File: src/rtl/frac_pkg.sv
package frac_pkg;
  localparam int HALF = 16;
  localparam int WORD = 2 * HALF;

  typedef logic [HALF-1:0] half_t;
  typedef logic [WORD-1:0] word_t;

  typedef enum logic [1:0] {
    OP_LCM  = 2'd0,
    OP_LCMS = 2'd1,
    OP_INV  = 2'd2,
    OP_RED  = 2'd3
  } op_e;

  typedef enum logic [1:0] {
    LM_HI2LO = 2'd0,
    LM_LO2LO = 2'd1,
    LM_LO2HI = 2'd2,
    LM_HI2HI = 2'd3
  } lmode_e;

  // Merge one half of a bus word into one half of a register word.
  function automatic word_t latch_merge(word_t q, word_t bus, lmode_e m);
    word_t r;
    r = q;
    case (m)
      LM_HI2LO: r[HALF-1:0]    = bus[WORD-1:HALF];
      LM_LO2LO: r[HALF-1:0]    = bus[HALF-1:0];
      LM_LO2HI: r[WORD-1:HALF] = bus[HALF-1:0];
      default:  r[WORD-1:HALF] = bus[WORD-1:HALF];
    endcase
    return r;
  endfunction

  // One restoring division step: returns {remainder, quotient/dividend shift}.
  function automatic logic [2*HALF:0] div_step(logic [HALF:0] rem, half_t quo, half_t dv);
    logic [HALF:0] sh;
    logic [HALF:0] rs;
    logic          fit;
    sh  = {rem[HALF-1:0], quo[HALF-1]};
    fit = (sh >= {1'b0, dv});
    rs  = fit ? (sh - {1'b0, dv}) : sh;
    return {rs, quo[HALF-2:0], fit};
  endfunction

  // One subtractive Euclid step: larger value loses the smaller one.
  function automatic logic [WORD-1:0] gcd_step(half_t x, half_t y);
    if (x > y) return {x - y, y};
    else       return {x, y - x};
  endfunction
endpackage

File: src/rtl/frac_gcd.sv
module frac_gcd
  import frac_pkg::*;
(
  input  logic  clk,
  input  logic  rst_n,
  input  logic  go,
  input  half_t x,
  input  half_t y,
  output logic  done,
  output half_t g
);
  half_t ga, gb;
  logic  run;
  logic  settled;

  assign settled = (ga == gb);
  assign g       = ga;

  always_ff @(posedge clk) begin
    if (!rst_n) begin
      ga   <= '0;
      gb   <= '0;
      run  <= 1'b0;
      done <= 1'b0;
    end else begin
      done <= 1'b0;
      if (go) begin
        ga  <= x;
        gb  <= y;
        run <= 1'b1;
      end else if (run) begin
        if (settled) begin
          run  <= 1'b0;
          done <= 1'b1;
        end else begin
          {ga, gb} <= gcd_step(ga, gb);
        end
      end
    end
  end

  // the Euclid loop only ever runs on two nonzero values
  p_gcd_nonzero_r4: assert property (@(posedge clk) disable iff (!rst_n)
    run |-> (ga != '0) && (gb != '0));
endmodule

File: src/rtl/frac_div.sv
module frac_div
  import frac_pkg::*;
(
  input  logic  clk,
  input  logic  rst_n,
  input  logic  go,
  input  half_t num,
  input  half_t den,
  output logic  done,
  output half_t quo
);
  localparam int CW = $clog2(HALF + 1);

  logic [HALF:0]   rem;
  half_t           dv;
  half_t           num_keep;
  logic [CW-1:0]   cnt;
  logic            run;

  always_ff @(posedge clk) begin
    if (!rst_n) begin
      rem      <= '0;
      quo      <= '0;
      dv       <= '0;
      num_keep <= '0;
      cnt      <= '0;
      run      <= 1'b0;
      done     <= 1'b0;
    end else begin
      done <= 1'b0;
      if (go) begin
        rem      <= '0;
        quo      <= num;
        dv       <= den;
        num_keep <= num;
        cnt      <= CW'(HALF);
        run      <= 1'b1;
      end else if (run) begin
        {rem, quo} <= div_step(rem, quo, dv);
        cnt        <= cnt - CW'(1);
        if (cnt == CW'(1)) begin
          run  <= 1'b0;
          done <= 1'b1;
        end
      end
    end
  end

  // every finished division is exact in the Euclidean sense
  p_div_exact_r4: assert property (@(posedge clk) disable iff (!rst_n)
    done |-> ((33'(quo) * 33'(dv) + 33'(rem)) == 33'(num_keep)) && (rem < {1'b0, dv}));
endmodule

File: src/rtl/frac_dreg.sv
module frac_dreg
  import frac_pkg::*;
(
  input  logic       clk,
  input  logic       rst_n,
  input  logic       en,
  input  logic [1:0] mode,
  input  word_t      bus,
  output word_t      q
);
  lmode_e m;
  logic   hits_hi;

  assign m       = lmode_e'(mode);
  assign hits_hi = (m == LM_LO2HI) || (m == LM_HI2HI);

  always_ff @(posedge clk) begin
    if (!rst_n) q <= '0;
    else if (en) q <= latch_merge(q, bus, m);
  end

  // the half not addressed by the mode keeps its value
  p_keep_lo_r8: assert property (@(posedge clk) disable iff (!rst_n)
    en && hits_hi |=> q[HALF-1:0] == $past(q[HALF-1:0]));
  p_keep_hi_r8: assert property (@(posedge clk) disable iff (!rst_n)
    en && !hits_hi |=> q[WORD-1:HALF] == $past(q[WORD-1:HALF]));
  p_hold_r8: assert property (@(posedge clk) disable iff (!rst_n)
    !en |=> $stable(q));
endmodule

File: src/rtl/frac_unit.sv
module frac_unit
  import frac_pkg::*;
(
  input  logic        clk,
  input  logic        rst_n,
  input  logic        start,
  input  logic [1:0]  op,
  input  logic [31:0] opa,
  input  logic [31:0] opb,
  output logic [31:0] result,
  output logic        done,
  output logic        busy,
  output logic        err,
  output logic        ovf,
  input  logic        dst_en,
  input  logic [1:0]  dst_mode,
  input  logic [31:0] dst_bus,
  output logic [31:0] dst_q
);
  typedef enum logic [2:0] {S_IDLE, S_GCD, S_DIV1, S_DIV2, S_FIN} st_e;

  st_e   st;
  op_e   op_in, op_q;
  half_t a_num, a_den, b_den;
  half_t x_q, y_q, g_q, q1_q, q2_q, div_num;
  logic  bad_q, gcd_go, div_go;
  logic  accept, uses_b, bad_in, short_in;
  logic  gcd_done, div_done;
  half_t gcd_g, div_quo;
  word_t lcm_w, fin_res;
  logic  fin_ovf;

  assign op_in  = op_e'(op);
  assign a_num  = opa[WORD-1:HALF];
  assign a_den  = opa[HALF-1:0];
  assign b_den  = opb[HALF-1:0];
  assign accept = start && (st == S_IDLE);
  assign busy   = (st != S_IDLE);
  assign uses_b = (op_in == OP_LCM) || (op_in == OP_LCMS);
  assign bad_in = (a_den == '0) || (uses_b && (b_den == '0)) ||
                  ((op_in == OP_INV) && (a_num == '0));
  assign short_in = bad_in || (op_in == OP_INV) || ((op_in == OP_RED) && (a_num == '0));

  frac_gcd u_gcd (
    .clk(clk), .rst_n(rst_n), .go(gcd_go), .x(x_q), .y(y_q),
    .done(gcd_done), .g(gcd_g)
  );

  frac_div u_div (
    .clk(clk), .rst_n(rst_n), .go(div_go), .num(div_num), .den(g_q),
    .done(div_done), .quo(div_quo)
  );

  frac_dreg u_dreg (
    .clk(clk), .rst_n(rst_n), .en(dst_en), .mode(dst_mode),
    .bus(dst_bus), .q(dst_q)
  );

  // x_q/y_q: for common-multiple ops these are d2/d1, else numerator/denominator
  assign lcm_w = word_t'(q1_q) * word_t'(y_q);

  always_comb begin
    fin_res = '0;
    fin_ovf = 1'b0;
    if (!bad_q) begin
      case (op_q)
        OP_LCM: begin
          fin_res = {{HALF{1'b0}}, lcm_w[HALF-1:0]};
          fin_ovf = |lcm_w[WORD-1:HALF];
        end
        OP_LCMS: fin_res = {q1_q, q2_q};
        OP_INV:  fin_res = {y_q, x_q};
        default: fin_res = (x_q == '0) ? word_t'(1) : {q1_q, q2_q};
      endcase
    end
  end

  always_ff @(posedge clk) begin
    if (!rst_n) begin
      st      <= S_IDLE;
      op_q    <= OP_LCM;
      x_q     <= '0;
      y_q     <= '0;
      g_q     <= '0;
      q1_q    <= '0;
      q2_q    <= '0;
      div_num <= '0;
      bad_q   <= 1'b0;
      gcd_go  <= 1'b0;
      div_go  <= 1'b0;
      result  <= '0;
      done    <= 1'b0;
      err     <= 1'b0;
      ovf     <= 1'b0;
    end else begin
      gcd_go <= 1'b0;
      div_go <= 1'b0;
      done   <= 1'b0;
      case (st)
        S_IDLE: if (accept) begin
          op_q  <= op_in;
          x_q   <= uses_b ? b_den : a_num;
          y_q   <= a_den;
          bad_q <= bad_in;
          if (short_in) st <= S_FIN;
          else begin
            st     <= S_GCD;
            gcd_go <= 1'b1;
          end
        end
        S_GCD: if (gcd_done) begin
          g_q     <= gcd_g;
          div_num <= x_q;
          div_go  <= 1'b1;
          st      <= S_DIV1;
        end
        S_DIV1: if (div_done) begin
          q1_q    <= div_quo;
          div_num <= y_q;
          div_go  <= 1'b1;
          st      <= S_DIV2;
        end
        S_DIV2: if (div_done) begin
          q2_q <= div_quo;
          st   <= S_FIN;
        end
        default: begin
          result <= fin_res;
          err    <= bad_q;
          ovf    <= fin_ovf;
          done   <= 1'b1;
          st     <= S_IDLE;
        end
      endcase
    end
  end

  // done is a lone pulse, seen only once the unit is idle again
  p_done_pulse_r6: assert property (@(posedge clk) disable iff (!rst_n)
    done |=> !done);
  p_done_idle_r6: assert property (@(posedge clk) disable iff (!rst_n)
    done |-> !busy);
  p_result_hold_r6: assert property (@(posedge clk) disable iff (!rst_n)
    !done |-> $stable(result) && $stable(err) && $stable(ovf));
  // an error always reports a zero word
  p_err_zero_r5: assert property (@(posedge clk) disable iff (!rst_n)
    err |-> (result == '0) && !ovf);
  // overflow only on a result whose upper half is clear
  p_ovf_upper_r2: assert property (@(posedge clk) disable iff (!rst_n)
    ovf |-> (result[WORD-1:HALF] == '0));
  // captured request cannot move while a request runs
  p_capture_r7: assert property (@(posedge clk) disable iff (!rst_n)
    busy |=> $stable(x_q) && $stable(y_q) && $stable(op_q) && $stable(bad_q));
endmodule

File: config.mk
export PLATFORM = sky130hd
export DESIGN_NAME = frac_unit
export DESIGN_NICKNAME = d
export VERILOG_FILES = /design/src/rtl/frac_pkg.sv /design/src/rtl/frac_gcd.sv /design/src/rtl/frac_div.sv /design/src/rtl/frac_dreg.sv /design/src/rtl/frac_unit.sv
export SDC_FILE = /design/constraint.sdc
export NUM_CORES = 1
export LEC_CHECK = 0
export BUFFER_PORTS_ARGS = -buffer_cell sky130_fd_sc_hd__buf_2
export CAP_MARGIN = 25
export CORE_ASPECT_RATIO = 0.9
export CORE_MARGIN = 8
export CORE_UTILIZATION = 24
export DETAILED_ROUTE_END_ITERATION = 10
export PLACE_DENSITY = 0.41
export SETUP_SLACK_MARGIN = 0.05
export SYNTH_ARGS = -nofsm -noshare
export SYNTH_HDL_FRONTEND = slang
export SYNTH_SLANG_ARGS = --single-unit
File: constraint.sdc
create_clock -name clk -period 14.77 [get_ports clk]
set_input_delay 2.954 -clock clk [delete_from_list [all_inputs] [get_ports clk]]
set_output_delay 2.954 -clock clk [all_outputs]
set_load 0.005 [all_outputs]
==> flow_summary.rst, run 1 <==
.. list-table::
   :header-rows: 1

   * - Metric
     - Value
   * - Maximum buffer depth of the clock tree
     - 3
   * - Via count
     - 18239
   * - Final setup fails
     - 0
   * - Final std cells w/o fill
     - 3898
   * - Number of CTS-inserted buffers
     - 29
   * - Endpoints failing hold
     - 0
   * - Max-slew violation count
     - 0
   * - Most common cell after layout, fill and taps aside
     - sky130_fd_sc_hd__nand2_1
   * - Count of nets left with antenna violations after detail routing
     - 0
   * - Peak supply drop
     - 109 uV
   * - Vias in the first global route
     - 18477
   * - Maximum number of pins on one net before global-route repair
     - 98
   * - Synth-to-Final Area Change
     - 13.8%
   * - Setup repair after global routing missed its margin
     - no
   * - Die height
     - 302 um
   * - Sequential Power Share
     - 0.291
   * - Initial core utilization
     - 0.243
   * - Maximum clock frequency
     - 138 MHz
   * - Number of nets in the finished design
     - 3158
   * - TritonCTS clock tree
     - built
   * - Detailed-placement wirelength estimate
     - 56500 um
   * - Gates resized, CTS repair
     - 0
   * - Number of distinct library cell variants in the gate-level netlist after synthesis
     - 66
   * - DRT met1 WL
     - 37900 um
   * - Internal Dissipation
     - 0.00177 W
   * - Wire length of the first global-routing pass
     - 115000 um
   * - Crit path kind
     - reg -> reg
   * - Die Outline Area
     - 101000 um2
   * - Top area cells in the synthesized netlist
     - sky130_fd_sc_hd__dfxtp_1 24%, sky130_fd_sc_hd__fa_1 18%, sky130_fd_sc_hd__ha_1 8.8%
   * - Largest fanout of any net on the critical path
     - 18
   * - Status
     - complete, no violations
   * - Post-synth EDFFs
     - 0
   * - Net switching share of the total power
     - 0.418
   * - Htree depth
     - 1
   * - Clock root buffer
     - sky130_fd_sc_hd__clkbuf_16
   * - Post-CTS setup buffers
     - 0
   * - Final core occ
     - 0.276
   * - Average vias per placed instance
     - 4.68
   * - Total negative slack
     - 0 ns
   * - Required time reported for the critical path endpoint
     - 15.25 ns
   * - Element type at the critical path start
     - flip-flop
   * - Drt total wl
     - 74400 um
   * - Instance count of the mapped netlist
     - 2643
   * - Clock-pin transition on the worst setup and hold timing paths
     - 0.08 ns
   * - Type of the tightest min-delay check
     - reg -> reg
   * - Leading cell types in the layout, fill and taps excluded
     - 336 x sky130_fd_sc_hd__nand2_1, 285 x sky130_fd_sc_hd__inv_1, 258 x sky130_fd_sc_hd__dfxtp_1
   * - Boundary Pins
     - 172
   * - Placed Cells
     - 3837
   * - Worst Skew
     - 0.0544 ns
   * - Yosys warning count
     - 0
   * - Regs by FF count
     - result (32), u_dreg.q (32)
   * - Total standard cell area after synthesis
     - 21800 um2
   * - Leakage component of the power
     - 10.4 nW
   * - Number of maximum-capacitance constraint violations
     - 0
   * - Critical path arrival
     - 7.73 ns
   * - Met3 wire length
     - 5100 um
   * - Number of design rule violations left after detail routing
     - 0
   * - Fraction of layout instances using a drive strength above 1
     - 0.101
   * - Cell accounting for the most synthesized area
     - sky130_fd_sc_hd__dfxtp_1
   * - Combinational share of power
     - 0.455
   * - Critical path capture point type
     - flip-flop
   * - Time the final worst path needs with I/O delays and setup
     - 7.25 ns
   * - Drt first pass iters
     - 5
   * - Starting DRT DRC Count
     - 1098
   * - Ys flop type
     - sky130_fd_sc_hd__dfxtp_1
   * - Period Utilization, post-route
     - 0.491
   * - Final weighted congestion of routability-driven global placement
     - 0.804
   * - TritonCTS sink count
     - 260
   * - PD cells
     - 123 nW/um2
   * - Seq/Total Area, Yosys
     - 0.239
   * - Skew-Pair Late Insertion Delay
     - 0.62 ns
   * - Relative contribution of the clock network to total power
     - 0.254
   * - Number of antenna violations at the first check in global routing
     - 14
   * - Placeable Area
     - 89700 um2
   * - Switching power total
     - 0.00127 W
   * - Mean instance size in the synthesized netlist
     - 8.24 um2
   * - Remaining global-route overflow
     - 0
   * - Input/output buffers
     - 155
   * - Rows
     - 104
   * - GR Util All Layers
     - 0.145
   * - Least-Margin Pin Slew
     - 1.07 ns
   * - Wire length per cell
     - 19.1 um
   * - Syn nets
     - 3097
   * - Area share of the largest cell type after synthesis
     - 0.239
   * - Post-synth ARST share
     - 0
   * - Flops & latches, synth
     - 260
   * - Die span in x
     - 333 um
   * - Highest routed layer
     - met5
   * - Met2 wire len
     - 30400 um
   * - Number of hold-repair buffers added at the cts stage
     - 0
   * - Headroom to the max-slew limit
     - 0.286
-- area by class of cell --
cell class,instances,area [um2]
Fill cell,9765,64900
Multi-Input combinational cell,1921,14800
Sequential cell,260,5210
Tap cell,1166,1460
Timing Repair Buffer,206,1190
Inverter,286,1080
Clock buffer,42,875
Clock inverter,11,133
Antenna cell,6,15.0
-- logic make-up after synthesis --
group,after synthesis,share of synthesized area
AOI/OAI and AO/OA,551,0.158
adders and majority gates,350,0.269
muxes,120,0.0554
xor gates and xnor gates,57,0.0229
buffers and inverters,462,0.0808
DFF,260,0.239
and+or+nand+nor,843,0.174
-- final timing paths --
kind                              start       to  slack [ns]  depth (start not counted)
worst max-delay path            q1_q[7]      ovf        7.52                         22
worst min-delay path            q2_q[8]  q2_q[8]        0.46                          2
worst max register to register  q1_q[7]      ovf        7.52                         22
worst min register to register  q2_q[8]  q2_q[8]        0.46                          2
-- synthesized netlist by cell type (8+ instances only) --
master	count
sky130_fd_sc_hd__a211oi_1	83
sky130_fd_sc_hd__a21o_1	33
sky130_fd_sc_hd__a21oi_1	225
sky130_fd_sc_hd__a221oi_1	13
sky130_fd_sc_hd__a22oi_1	18
sky130_fd_sc_hd__a31oi_1	8
sky130_fd_sc_hd__and2_1	127
sky130_fd_sc_hd__and3_1	10
sky130_fd_sc_hd__buf_1	9
sky130_fd_sc_hd__clkbuf_1	162
sky130_fd_sc_hd__dfxtp_1	260
sky130_fd_sc_hd__fa_1	197
sky130_fd_sc_hd__ha_1	153
sky130_fd_sc_hd__inv_1	286
sky130_fd_sc_hd__mux2i_1	119
sky130_fd_sc_hd__nand2_1	336
sky130_fd_sc_hd__nand3_1	21
sky130_fd_sc_hd__nand4_1	14
sky130_fd_sc_hd__nor2_1	242
sky130_fd_sc_hd__nor2b_1	18
sky130_fd_sc_hd__nor3_1	28
sky130_fd_sc_hd__nor4_1	20
sky130_fd_sc_hd__o21a_1	13
sky130_fd_sc_hd__o21ai_0	81
sky130_fd_sc_hd__o21bai_1	9
sky130_fd_sc_hd__xnor2_1	36
sky130_fd_sc_hd__xor2_1	21
-- metal layers --
metal / GRT usage / vias up
li1: - / 8898
met5: 0 / -
met4: 0.0166 / 10
met3: 0.0372 / 68
met2: 0.215 / 421
met1: 0.214 / 8842
-- stage by stage --
stage / cell area, um2 / hold WS (ns) / setup slack [ns] / total power (W)
global placement: 23700 / 0.443 / 7.60 / 0.00228
detailed placement: 23700 / 0.448 / 7.55 / 0.00226
global route: 24800 / 0.467 / 7.19 / 0.00324
finish: 24800 / 0.456 / 7.52 / 0.00304
floorplan: 21800 / 0.428 / 8.56 / 0.00186
CTS: 24700 / 0.457 / 7.56 / 0.00305
-- critical path, cell delays in order, from the launching register on --
cell and delay [ns]:
sky130_fd_sc_hd__dfxtp_1 1.03, sky130_fd_sc_hd__nand2_1 0.19, sky130_fd_sc_hd__fa_1 0.59, sky130_fd_sc_hd__inv_1 0.05, sky130_fd_sc_hd__fa_1 0.49, sky130_fd_sc_hd__inv_1 0.05
sky130_fd_sc_hd__fa_1 0.53, sky130_fd_sc_hd__inv_1 0.06, sky130_fd_sc_hd__fa_1 0.46, sky130_fd_sc_hd__fa_1 0.49, sky130_fd_sc_hd__inv_1 0.05, sky130_fd_sc_hd__fa_1 0.48
sky130_fd_sc_hd__inv_1 0.04, sky130_fd_sc_hd__ha_1 0.39, sky130_fd_sc_hd__nand4_1 0.13, sky130_fd_sc_hd__nor3_1 0.32, sky130_fd_sc_hd__o311ai_1 0.29, sky130_fd_sc_hd__a31oi_1 0.46
sky130_fd_sc_hd__a221oi_1 0.21, sky130_fd_sc_hd__xnor2_1 0.18, sky130_fd_sc_hd__or3_1 0.32, sky130_fd_sc_hd__nor3_1 0.18, sky130_fd_sc_hd__a41oi_1 0.16
-- power by group through the flow --
stage | Sequential, W | Clock (W) | Combinational [W]
floorplan | 0.000854 | 0 | 0.00100
global placement | 0.000896 | 0 | 0.00138
detailed placement | 0.000897 | 0 | 0.00136
CTS | 0.000882 | 0.000799 | 0.00137
global route | 0.000893 | 0.000824 | 0.00152
finish | 0.000882 | 0.000772 | 0.00138
Power figures use the tool's default switching activity.
==> run 2: changes to the inputs <==
==> constraint.sdc (replaced) <==
create_clock -name clk -period 6.69 [get_ports clk]
set_input_delay 1.338 -clock clk [delete_from_list [all_inputs] [get_ports clk]]
set_output_delay 1.338 -clock clk [all_outputs]
set_load 0.005 [all_outputs]
==> run 2 against run 1 <==
  * Setup slack lost 7.2 ns
  * Total power grew 130%
  * Sequential power grew 130%
  * Sequential share of layout area shrank 0.50 points
  * Flip-flop and latch count is the same
  * Largest power group unchanged
  * Critical path depth shrank 1
  * Clock skew shrank 0.014 ns
==> flow_summary.rst, run 2 (synthesized netlist as in run 1, its figures left out) <==
.. list-table::
   :header-rows: 1

   * - Metric
     - Value
   * - Htree depth
     - 1 (unchanged)
   * - Fraction of layout instances using a drive strength above 1
     - 0.129 (was 0.101)
   * - TritonCTS sink count
     - 260 (unchanged)
   * - Time the final worst path needs with I/O delays and setup
     - 6.37 ns (was 7.25 ns)
   * - Post-route cell area
     - 25500 um2 (was 24800 um2)
   * - Headroom to the max-slew limit
     - 0.274 (was 0.286)
   * - Die Outline Area
     - 101000 um2 (unchanged)
   * - Die span in x
     - 333 um (unchanged)
   * - Drt total wl
     - 74800 um (was 74400 um)
   * - Largest stage delay on the critical path
     - 0.59 ns (was 1.03 ns)
   * - Most frequent cell on the critical path
     - sky130_fd_sc_hd__fa_1 (unchanged)
   * - Number of nets in the finished design
     - 3227 (was 3158)
   * - Cell area after placement
     - 24300 um2 (was 23700 um2)
   * - Period Utilization, post-route
     - 0.952 (was 0.491)
   * - Least-Margin Pin Slew
     - 1.09 ns (was 1.07 ns)
   * - Critical path capture point type
     - flip-flop (unchanged)
   * - Pre-CTS worst setup slack
     - -0.0206 ns (was 7.55 ns)
   * - Area of the multi-input gates
     - 14900 um2 (was 14800 um2)
   * - Final setup fails
     - 0 (unchanged)
   * - PD cells
     - 269 nW/um2 (was 123 nW/um2)
   * - Peak supply drop
     - 189 uV (was 109 uV)
   * - Dominant delay contributor by cell family on the critical path
     - adder cells (unchanged)
   * - Required time reported for the critical path endpoint
     - 7.16 ns (was 15.25 ns)
   * - Maximum clock frequency
     - 157 MHz (was 138 MHz)
   * - Wire length per cell
     - 18.9 um (was 19.1 um)
   * - Number of maximum-capacitance constraint violations
     - 0 (unchanged)
   * - Remaining global-route overflow
     - 0 (unchanged)
   * - Number of hold-repair buffers added at the cts stage
     - 0 (unchanged)
   * - Starting DRT DRC Count
     - 1174 (was 1098)
   * - Leading cell types in the layout, fill and taps excluded
     - 336 x sky130_fd_sc_hd__nand2_1, 285 x sky130_fd_sc_hd__inv_1, 242 x sky130_fd_sc_hd__nor2_1, 242 x sky130_fd_sc_hd__dfxtp_1, 224 x sky130_fd_sc_hd__a21oi_1 (was 336 x sky130_fd_sc_hd__nand2_1, 285 x sky130_fd_sc_hd__inv_1, 258 x sky130_fd_sc_hd__dfxtp_1)
   * - Fillers
     - 9742 (was 9765)
   * - Max-slew violation count
     - 0 (unchanged)
   * - Type of the tightest min-delay check
     - reg -> reg (unchanged)
   * - Status
     - complete, no violations (unchanged)
   * - Vias in the first global route
     - 18448 (was 18477)
   * - Sequential cell area in the final layout
     - 5230 um2 (was 5210 um2)
   * - Number of design rule violations left after detail routing
     - 0 (unchanged)
   * - Input/output buffers
     - 155 (unchanged)
   * - Crit path kind
     - reg -> reg (unchanged)
   * - Drt first pass iters
     - 5 (unchanged)
   * - Critical path arrival
     - 6.84 ns (was 7.73 ns)
   * - Worst Skew
     - 0.0408 ns (was 0.0544 ns)
   * - Wire length of the first global-routing pass
     - 115000 um (about the same)
   * - Clock root buffer
     - sky130_fd_sc_hd__clkbuf_16 (unchanged)
   * - Count of nets left with antenna violations after detail routing
     - 0 (unchanged)
   * - Maximum buffer depth of the clock tree
     - 3 (unchanged)
   * - Element type at the critical path start
     - flip-flop (unchanged)
   * - Placeable Area
     - 89700 um2 (unchanged)
   * - Clock-pin transition on the worst setup and hold timing paths
     - 0.07 ns (was 0.08 ns)
   * - Final WS setup
     - 0.319 ns (was 7.52 ns)
   * - Via count
     - 18524 (was 18239)
   * - TritonCTS clock tree
     - built (unchanged)
   * - Endpoints failing hold
     - 0 (unchanged)
   * - Initial core utilization
     - 0.243 (unchanged)
   * - Boundary Pins
     - 172 (unchanged)
   * - Number of antenna violations at the first check in global routing
     - 5 (was 14)
   * - GR Util All Layers
     - 0.146 (was 0.145)
   * - Synth-to-Final Area Change
     - 17.0% (was 13.8%)
   * - Setup repair after global routing missed its margin
     - no (unchanged)
   * - Sum of buffers and inverters on the critical path
     - 4 (was 5)
   * - Leakage component of the power
     - 10.8 nW (was 10.4 nW)
   * - Rows
     - 104 (unchanged)
   * - Regs by FF count
     - result (32), u_dreg.q (32) (unchanged)
   * - Most common cell after layout, fill and taps aside
     - sky130_fd_sc_hd__nand2_1 (unchanged)
   * - Post-CTS setup buffers
     - 0 (unchanged)
   * - Skew-Pair Late Insertion Delay
     - 0.62 ns (about the same)
   * - Final weighted congestion of routability-driven global placement
     - 0.827 (was 0.804)
   * - Average vias per placed instance
     - 4.67 (was 4.68)
   * - Largest fanout of any net on the critical path
     - 10 (was 18)
   * - Series of cell instances along the critical path
     - buf_4, and2_1, fa_1, inv_1, fa_1, fa_1, fa_1, fa_1, fa_1, inv_1, ha_1, buf_4, a21o_1, a21o_1, a21oi_1, o21ai_0, or4_1, nor4_1, nand4b_1, nor3_1, a41oi_1 (was nand2_1, fa_1, inv_1, fa_1, inv_1, fa_1, inv_1, fa_1, fa_1, inv_1, fa_1, inv_1, ha_1, nand4_1, nor3_1, o311ai_1, a31oi_1, a221oi_1, xnor2_1, or3_1, nor3_1, a41oi_1)
   * - Slowest CP cell
     - sky130_fd_sc_hd__fa_1 (was sky130_fd_sc_hd__dfxtp_1)
   * - Number of CTS-inserted buffers
     - 30 (was 29)
   * - Maximum number of pins on one net before global-route repair
     - 164 (was 98)
   * - Detailed-placement wirelength estimate
     - 59100 um (was 56500 um)
   * - Die height
     - 302 um (unchanged)
## run 2: area by class of cell
type	count	area share
Clock inverter	10	0.00732
Multi-Input combinational cell	1921	0.584
Timing Repair Buffer	274	0.0692
Clock buffer	45	0.0348
Antenna cell	1	0.0000982
Tap cell	1166	0.0573
Sequential cell	260	0.205
Inverter	286	0.0423
## run 2: worst register-to-register path: cells and delay by family, from the launching register on
kind | cells | cell delay [ns]
and+or+nand+nor | 5 | 1.33
DFF | 1 | 0.40
adders and majority gates | 7 | 3.27
AOI/OAI and AO/OA | 5 | 0.78
buffers and inverters | 4 | 0.45
## run 2: power by group
part	switching [W]	total (W)	internal, W
clock network	0.000735	0.00181	0.00107
registers	0.000262	0.00201	0.00175
logic	0.00183	0.00303	0.00120
total	0.00283	0.00685	0.00402
## run 2: timing repair
| action | CTS | global route |
|---|---|---|
| resized for setup | 3 | 22 |
| setup endpoints to repair | 1 | 1 |
| pin swaps | 0 | 0 |
## run 2: metrics by stage
step	total power [W]	std cells	hold slack, ns	util	setup TNS [ns]
after floorplan	0.00410	2643	0.428	-	0
after global placement	0.00506	3905	0.442	0.271	0
after detailed placement	0.00504	3906	0.448	0.271	-0.0206
after CTS	0.00689	3961	0.457	0.283	0
after global routing	0.00732	3962	0.478	0.284	0
final	0.00685	3963	0.455	0.284	0
## run 2: layer usage
layer	wire length (um)	part of all wire	track usage
met1	38400	0.51	0.223
met5	44	0.00059	0
met2	29600	0.40	0.205
met4	1120	0.015	0.0215
met3	5550	0.074	0.0381
## run 2: final timing paths
kind            start      to  slack, ns  cells after the start
max          q1_q[11]     ovf       0.32                     21
min            g_q[2]  g_q[2]       0.45                      2
max reg2reg  q1_q[11]     ovf       0.32                     21
min reg2reg    g_q[2]  g_q[2]       0.45                      2
